`config.mk`:
```
export PLATFORM = sky130hd
export DESIGN_NAME = rcfg_engine
export DESIGN_NICKNAME = d
export VERILOG_FILES = /design/src/rtl/rcfg_pkg.sv /design/src/rtl/rcfg_tag_gen.sv /design/src/rtl/rcfg_req_issue.sv /design/src/rtl/rcfg_cpl_filter.sv /design/src/rtl/rcfg_regmux.sv /design/src/rtl/rcfg_engine.sv
export SDC_FILE = /design/constraint.sdc
export NUM_CORES = 1
export LEC_CHECK = 0
export ABC_AREA = 1
export BUFFER_PORTS_ARGS = -buffer_cell sky130_fd_sc_hd__buf_4
export CAP_MARGIN = 20
export CORE_UTILIZATION = 50
export CTS_CLUSTER_DIAMETER = 200
export DETAILED_ROUTE_END_ITERATION = 8
export PLACE_DENSITY = 0.95
export SLEW_MARGIN = 0
export SYNTH_ARGS = -nofsm -noshare
export SYNTH_HDL_FRONTEND = slang
export SYNTH_SLANG_ARGS = --single-unit
```
`constraint.sdc`:
```
create_clock -name clk -period 3.4 [get_ports clk]
set_input_delay 0.34 -clock clk [delete_from_list [all_inputs] [get_ports clk]]
set_output_delay 0.34 -clock clk [all_outputs]
set_load 0.01 [all_outputs]
```
`src/rtl/rcfg_pkg.sv`:
```
`timescale 1ns/1ps
package rcfg_pkg;
    localparam int BUS_W    = 32;
    localparam logic [1:0] A_CTRL = 2'd0;
    localparam logic [1:0] A_DATA = 2'd1;
    localparam logic [1:0] A_STAT = 2'd2;
    localparam int OP_BIT   = 31;
    localparam int REG_LSB  = 16;
    localparam int BUSY_BIT = 0;
    localparam int DONE_BIT = 1;
    localparam int CODE_LSB = 4;

    typedef enum logic [1:0] {
        CPL_OK      = 2'd0,
        CPL_UR      = 2'd1,
        CPL_CA      = 2'd2,
        CPL_SWABORT = 2'd3
    } code_e;
endpackage

```
`src/rtl/rcfg_tag_gen.sv`:
```
`timescale 1ns/1ps
module rcfg_tag_gen #(
    parameter int TAG_W = 4
) (
    input  logic             clk,
    input  logic             rst_n,
    input  logic             launch,
    output logic [TAG_W-1:0] cur_tag
);
    typedef struct packed {
        logic [TAG_W-1:0] tag;
    } tag_s;

    tag_s t_d, t_q;

    always_comb begin
        t_d = t_q;
        if (launch) begin
            t_d.tag = t_q.tag + 1'b1;
        end
    end

    always_ff @(posedge clk) begin
        if (!rst_n) begin
            t_q <= '0;
        end else begin
            t_q <= t_d;
        end
    end

    assign cur_tag = t_q.tag;
endmodule

```
`src/rtl/rcfg_req_issue.sv`:
```
`timescale 1ns/1ps
module rcfg_req_issue (
    input  logic clk,
    input  logic rst_n,
    input  logic launch,
    input  logic kill,
    input  logic cpl_take,
    input  logic req_ready,
    output logic req_valid,
    output logic sent
);
    typedef struct packed {
        logic pend;
        logic sent;
    } iss_s;

    iss_s i_d, i_q;

    always_comb begin
        i_d = i_q;
        if (launch) begin
            i_d.pend = 1'b1;
            i_d.sent = 1'b0;
        end else if (kill) begin
            i_d.pend = 1'b0;
            i_d.sent = 1'b0;
        end else if (i_q.pend && req_ready) begin
            i_d.pend = 1'b0;
            i_d.sent = 1'b1;
        end else if (cpl_take) begin
            i_d.sent = 1'b0;
        end
    end

    always_ff @(posedge clk) begin
        if (!rst_n) begin
            i_q <= '0;
        end else begin
            i_q <= i_d;
        end
    end

    assign req_valid = i_q.pend;
    assign sent      = i_q.sent;
endmodule

```
`src/rtl/rcfg_cpl_filter.sv`:
```
`timescale 1ns/1ps
module rcfg_cpl_filter #(
    parameter int TAG_W = 4
) (
    input  logic             cpl_valid,
    input  logic [TAG_W-1:0] cpl_tag,
    input  logic             busy,
    input  logic             sent,
    input  logic [TAG_W-1:0] cur_tag,
    output logic             cpl_take
);
    logic tag_hit;

    always_comb begin
        tag_hit  = (cpl_tag == cur_tag);
        cpl_take = cpl_valid && busy && sent && tag_hit;
    end
endmodule

```
`src/rtl/rcfg_regmux.sv`:
```
`timescale 1ns/1ps
module rcfg_regmux
    import rcfg_pkg::*;
#(
    parameter int TGT_W = 16,
    parameter int REG_W = 12
) (
    input  logic [1:0]       addr,
    input  logic             op,
    input  logic [TGT_W-1:0] tgt,
    input  logic [REG_W-1:0] regn,
    input  logic [BUS_W-1:0] data,
    input  logic             busy,
    input  logic             done,
    input  logic [1:0]       code,
    output logic [BUS_W-1:0] rdata
);
    logic [BUS_W-1:0] ctrl_w;
    logic [BUS_W-1:0] stat_w;

    always_comb begin
        ctrl_w                   = '0;
        ctrl_w[OP_BIT]           = op;
        ctrl_w[REG_LSB +: REG_W] = regn;
        ctrl_w[0 +: TGT_W]       = tgt;

        stat_w                 = '0;
        stat_w[BUSY_BIT]       = busy;
        stat_w[DONE_BIT]       = done;
        stat_w[CODE_LSB +: 2]  = code;

        case (addr)
            A_CTRL:  rdata = ctrl_w;
            A_DATA:  rdata = data;
            A_STAT:  rdata = stat_w;
            default: rdata = '0;
        endcase
    end
endmodule

```
`src/rtl/rcfg_engine.sv`:
```
`timescale 1ns/1ps
module rcfg_engine
    import rcfg_pkg::*;
#(
    parameter int TGT_W = 16,
    parameter int REG_W = 12,
    parameter int TAG_W = 4
) (
    input  logic             clk,
    input  logic             rst_n,
    input  logic             reg_wr,
    input  logic [1:0]       reg_addr,
    input  logic [31:0]      reg_wdata,
    output logic [31:0]      reg_rdata,
    output logic             req_valid,
    input  logic             req_ready,
    output logic             req_write,
    output logic [TGT_W-1:0] req_target,
    output logic [REG_W-1:0] req_reg,
    output logic [31:0]      req_data,
    output logic [TAG_W-1:0] req_tag,
    input  logic             cpl_valid,
    input  logic [TAG_W-1:0] cpl_tag,
    input  logic [1:0]       cpl_code,
    input  logic [31:0]      cpl_data
);
    typedef struct packed {
        logic             busy;
        logic             done;
        logic [1:0]       code;
        logic             op;
        logic [TGT_W-1:0] tgt;
        logic [REG_W-1:0] regn;
        logic [31:0]      data;
    } eng_s;

    eng_s s_d, s_q;

    logic             wr_ctrl, wr_data, wr_stat;
    logic             launch, abort, done_clr;
    logic             cpl_take, sent;
    logic [TAG_W-1:0] cur_tag;
    logic             busy_w, done_w;
    logic [1:0]       code_w;
    logic             unused_wbits;

    assign unused_wbits = ^reg_wdata;

    always_comb begin
        wr_ctrl  = reg_wr && (reg_addr == A_CTRL);
        wr_data  = reg_wr && (reg_addr == A_DATA);
        wr_stat  = reg_wr && (reg_addr == A_STAT);
        launch   = wr_data && !s_q.busy;
        abort    = wr_stat && reg_wdata[DONE_BIT] && s_q.busy;
        done_clr = wr_stat && reg_wdata[DONE_BIT] && !s_q.busy;
    end

    always_comb begin
        s_d = s_q;
        if (wr_ctrl && !s_q.busy) begin
            s_d.op   = reg_wdata[OP_BIT];
            s_d.regn = reg_wdata[REG_LSB +: REG_W];
            s_d.tgt  = reg_wdata[0 +: TGT_W];
        end
        if (launch) begin
            s_d.data = reg_wdata;
            s_d.busy = 1'b1;
            s_d.done = 1'b0;
            s_d.code = CPL_OK;
        end else if (abort) begin
            s_d.busy = 1'b0;
            s_d.done = 1'b1;
            s_d.code = CPL_SWABORT;
        end else if (cpl_take) begin
            s_d.busy = 1'b0;
            s_d.done = 1'b1;
            s_d.code = cpl_code;
            if (!s_q.op && (cpl_code == CPL_OK)) begin
                s_d.data = cpl_data;
            end
        end
        if (done_clr) begin
            s_d.done = 1'b0;
        end
    end

    always_ff @(posedge clk) begin
        if (!rst_n) begin
            s_q <= '0;
        end else begin
            s_q <= s_d;
        end
    end

    rcfg_tag_gen #(.TAG_W(TAG_W)) u_tag (
        .clk     (clk),
        .rst_n   (rst_n),
        .launch  (launch),
        .cur_tag (cur_tag)
    );

    rcfg_req_issue u_issue (
        .clk       (clk),
        .rst_n     (rst_n),
        .launch    (launch),
        .kill      (abort),
        .cpl_take  (cpl_take),
        .req_ready (req_ready),
        .req_valid (req_valid),
        .sent      (sent)
    );

    rcfg_cpl_filter #(.TAG_W(TAG_W)) u_filt (
        .cpl_valid (cpl_valid),
        .cpl_tag   (cpl_tag),
        .busy      (s_q.busy),
        .sent      (sent),
        .cur_tag   (cur_tag),
        .cpl_take  (cpl_take)
    );

    assign busy_w = s_q.busy;
    assign done_w = s_q.done;
    assign code_w = s_q.code;

    rcfg_regmux #(.TGT_W(TGT_W), .REG_W(REG_W)) u_mux (
        .addr  (reg_addr),
        .op    (s_q.op),
        .tgt   (s_q.tgt),
        .regn  (s_q.regn),
        .data  (s_q.data),
        .busy  (busy_w),
        .done  (done_w),
        .code  (code_w),
        .rdata (reg_rdata)
    );

    assign req_write  = s_q.op;
    assign req_target = s_q.tgt;
    assign req_reg    = s_q.regn;
    assign req_data   = s_q.data;
    assign req_tag    = cur_tag;
endmodule

```
==> results.json <==
{
  "outcome": "finished clean",
  "slew-limit-headroom_pct": 51.0,
  "cts_inserted_buffers": 9,
  "drive_above_1_share_pct": 28.4,
  "tightest_slew_ns": 0.734,
  "drv_cap": 0,
  "hold_violations": 0,
  "synth_top_area_share_pct": 40.5,
  "syn_avg_cell_area_um2": 6.32,
  "core_um2": 6790,
  "synthArstFlopShare_pct": 0,
  "die_area_um2": 7350,
  "hold_class": "input port to register",
  "synth_top_area_cell": "dfxtp_1",
  "viasPerCell": 5.16,
  "power.total_w": 0.00175,
  "drtIter0Drc": 284,
  "start_util_pct": 51.6,
  "cts_tree": "built",
  "ys_types": 28,
  "dr.pass1.iters": 5,
  "nets": 791,
  "ant_nets": 0,
  "ys_seq_elements": 71,
  "die_h_um": 85.8,
  "min_period_ns": 2.53,
  "cts_hold_buf": 0,
  "grt_overflow": 0,
  "io_pins": 175,
  "rows": 30,
  "fmax_mhz": 395,
  "rsz0062_at_grt": "false",
  "startpoint_type": "register",
  "grt_pass1_wl_um": 17300,
  "synth_common_cells": "nand2_1, nor2_1, o21ai_0",
  "end_kind": "register",
  "first_global_vias": 3878,
  "cts-root-buf": "clkbuf_8",
  "largest_reg_flops": 32,
  "htreeDepth": 3,
  "yosysWarningCount": 0,
  "n_fill_cell": 515,
  "setup_viol": 0,
  "cts-resized-gates": 0,
  "syn_inst": 555,
  "syn_to_final_growth_pct": 41.6,
  "power.density_cell_area_nw_per_um2": 352,
  "yosysSeqAreaShare_pct": 40.5,
  "dp.cells": 798,
  "diodes": 0,
  "final_cells": 812,
  "path_max_fanout": 64,
  "min_period_over_period_pct": 74.4,
  "place_hpwl_um": 7660,
  "dp_slack_ns": 0.874,
  "die_w_um": 85.8,
  "antenna_found_initial": 0,
  "insertion_delay_ns": 0.34,
  "clockBufferDepth": 2,
  "cts.clk_slew.worst_paths_ns": 0.07,
  "p_leak_nw": 2.70,
  "port_buffers": 174,
  "cp.arrival_ns": 2.81,
  "setup_ws_ns": 0.870,
  "cp.required_ns": 3.68,
  "cts_setup_buffers": 0,
  "remaining_drc_errors": 0,
  "synth-edff-count": 0,
  "setup-tns-final_ns": 0,
  "syn_nets": 633,
  "synth.most_common_cell": "nand2_1",
  "synthTopCellsByArea": "dfxtp_1, nand2_1, o21ai_0",
  "gp_congestion": 0.905,
  "ys.flop_type": "dfxtp_1",
  "clock-skew-final_ns": 0.00670,
  "hold_slack_ns": 0.237,
  "slew_violations": 0,
  "vias": 4188,
  "grt_max_degree": 66,
  "drt-total-wl_um": 11000,
  "grt_use_total_pct": 29.6,
  "critPathKind": "register to register",
  "syn-cell-area_um2": 3510,
  "ir_drop_uv": 182,
  "wl_per_cell_um": 13.5,
  "clock_sinks": 71
}
[area by class of cell]
type                            instances  area, µm²  area share [%]
Multi-Input combinational cell        383       1680            33.8
Clock inverter                          2       10.0           0.202
Timing Repair Buffer                  178       1340            26.9
Tap cell                               96        120            2.42
Clock buffer                           12        135            2.72
Inverter                               70        263            5.29
Sequential cell                        71       1420            28.6
[cells by family after synthesis]
logic type	Yosys count	synth area share, %
compound gates	117	17.3
xor+xnor	2	0.500
fa+ha+maj	1	0.357
buf+inv	101	11.8
flops	71	40.5
simple gates	263	29.4
[path summary, 6_finish.rpt]
check	start	end	slack, ns	depth (start not counted)
max	busy_w$_SDFFE_PN0P_	req_data[6]$_SDFFE_PN0P_	0.87	9
max reg2reg	busy_w$_SDFFE_PN0P_	req_data[6]$_SDFFE_PN0P_	0.87	9
min reg2reg	code_w[0]$_SDFFE_PP0P_	code_w[0]$_SDFFE_PP0P_	0.49	2
min	reg_wdata[3]	req_target[3]$_SDFFE_PN0P_	0.24	3
[cells in the final DEF, fill, tap and decap left out, types with 2 or more instances in the layout]
cell type / synthesis / final
buf_4: 0 / 178
nand2_1: 164 / 164
nor2_1: 88 / 86
o21ai_0: 80 / 80
dfxtp_1: 71 / 71
inv_1: 63 / 63
a21oi_1: 29 / 29
clkbuf_8: 0 / 9
inv_2: 7 / 7
nand3_1: 4 / 4
o211ai_1: 3 / 3
clkbuf_1: 15 / 3
nor2_2: 1 / 2
nor2_4: 1 / 2
clkinv_2: 0 / 2
[per-layer routing]
layer | share of wire [%] | track usage (%)
met5 | 0 | 0
met4 | 2.1 | 12.4
met3 | 9.7 | 7.60
met2 | 50 | 50.7
met1 | 39 | 35.3
[metrics by stage]
stage	utilization, %	area (µm²)
after global routing	73.1	4970
after floorplan	-	3510
final	73.1	4970
after global placement	71.0	4820
after detailed placement	71.0	4820
after CTS	73.1	4970
[critical path: stages (launching register included)]
cell,delay [ns]
dfxtp_1,0.36
nor2_1,0.18
inv_2,0.09
nor2_4,0.31
inv_2,0.29
o31ai_2,0.16
nand3_4,0.60
nand2_1,0.28
nand2_1,0.10
nor2_1,0.11
[report_power, final]
part / internal, W / switching, W / total [W] / leakage (nW)
combinational: 0.000148 / 0.000166 / 0.000314 / 2.05
sequential: 0.000864 / 0.0000244 / 0.000888 / 0.577
clock: 0.000255 / 0.000291 / 0.000546 / 0.0761
total: 0.00127 / 0.000482 / 0.00175 / 2.70
No activity file was read; power rests on OpenSTA's default activity.
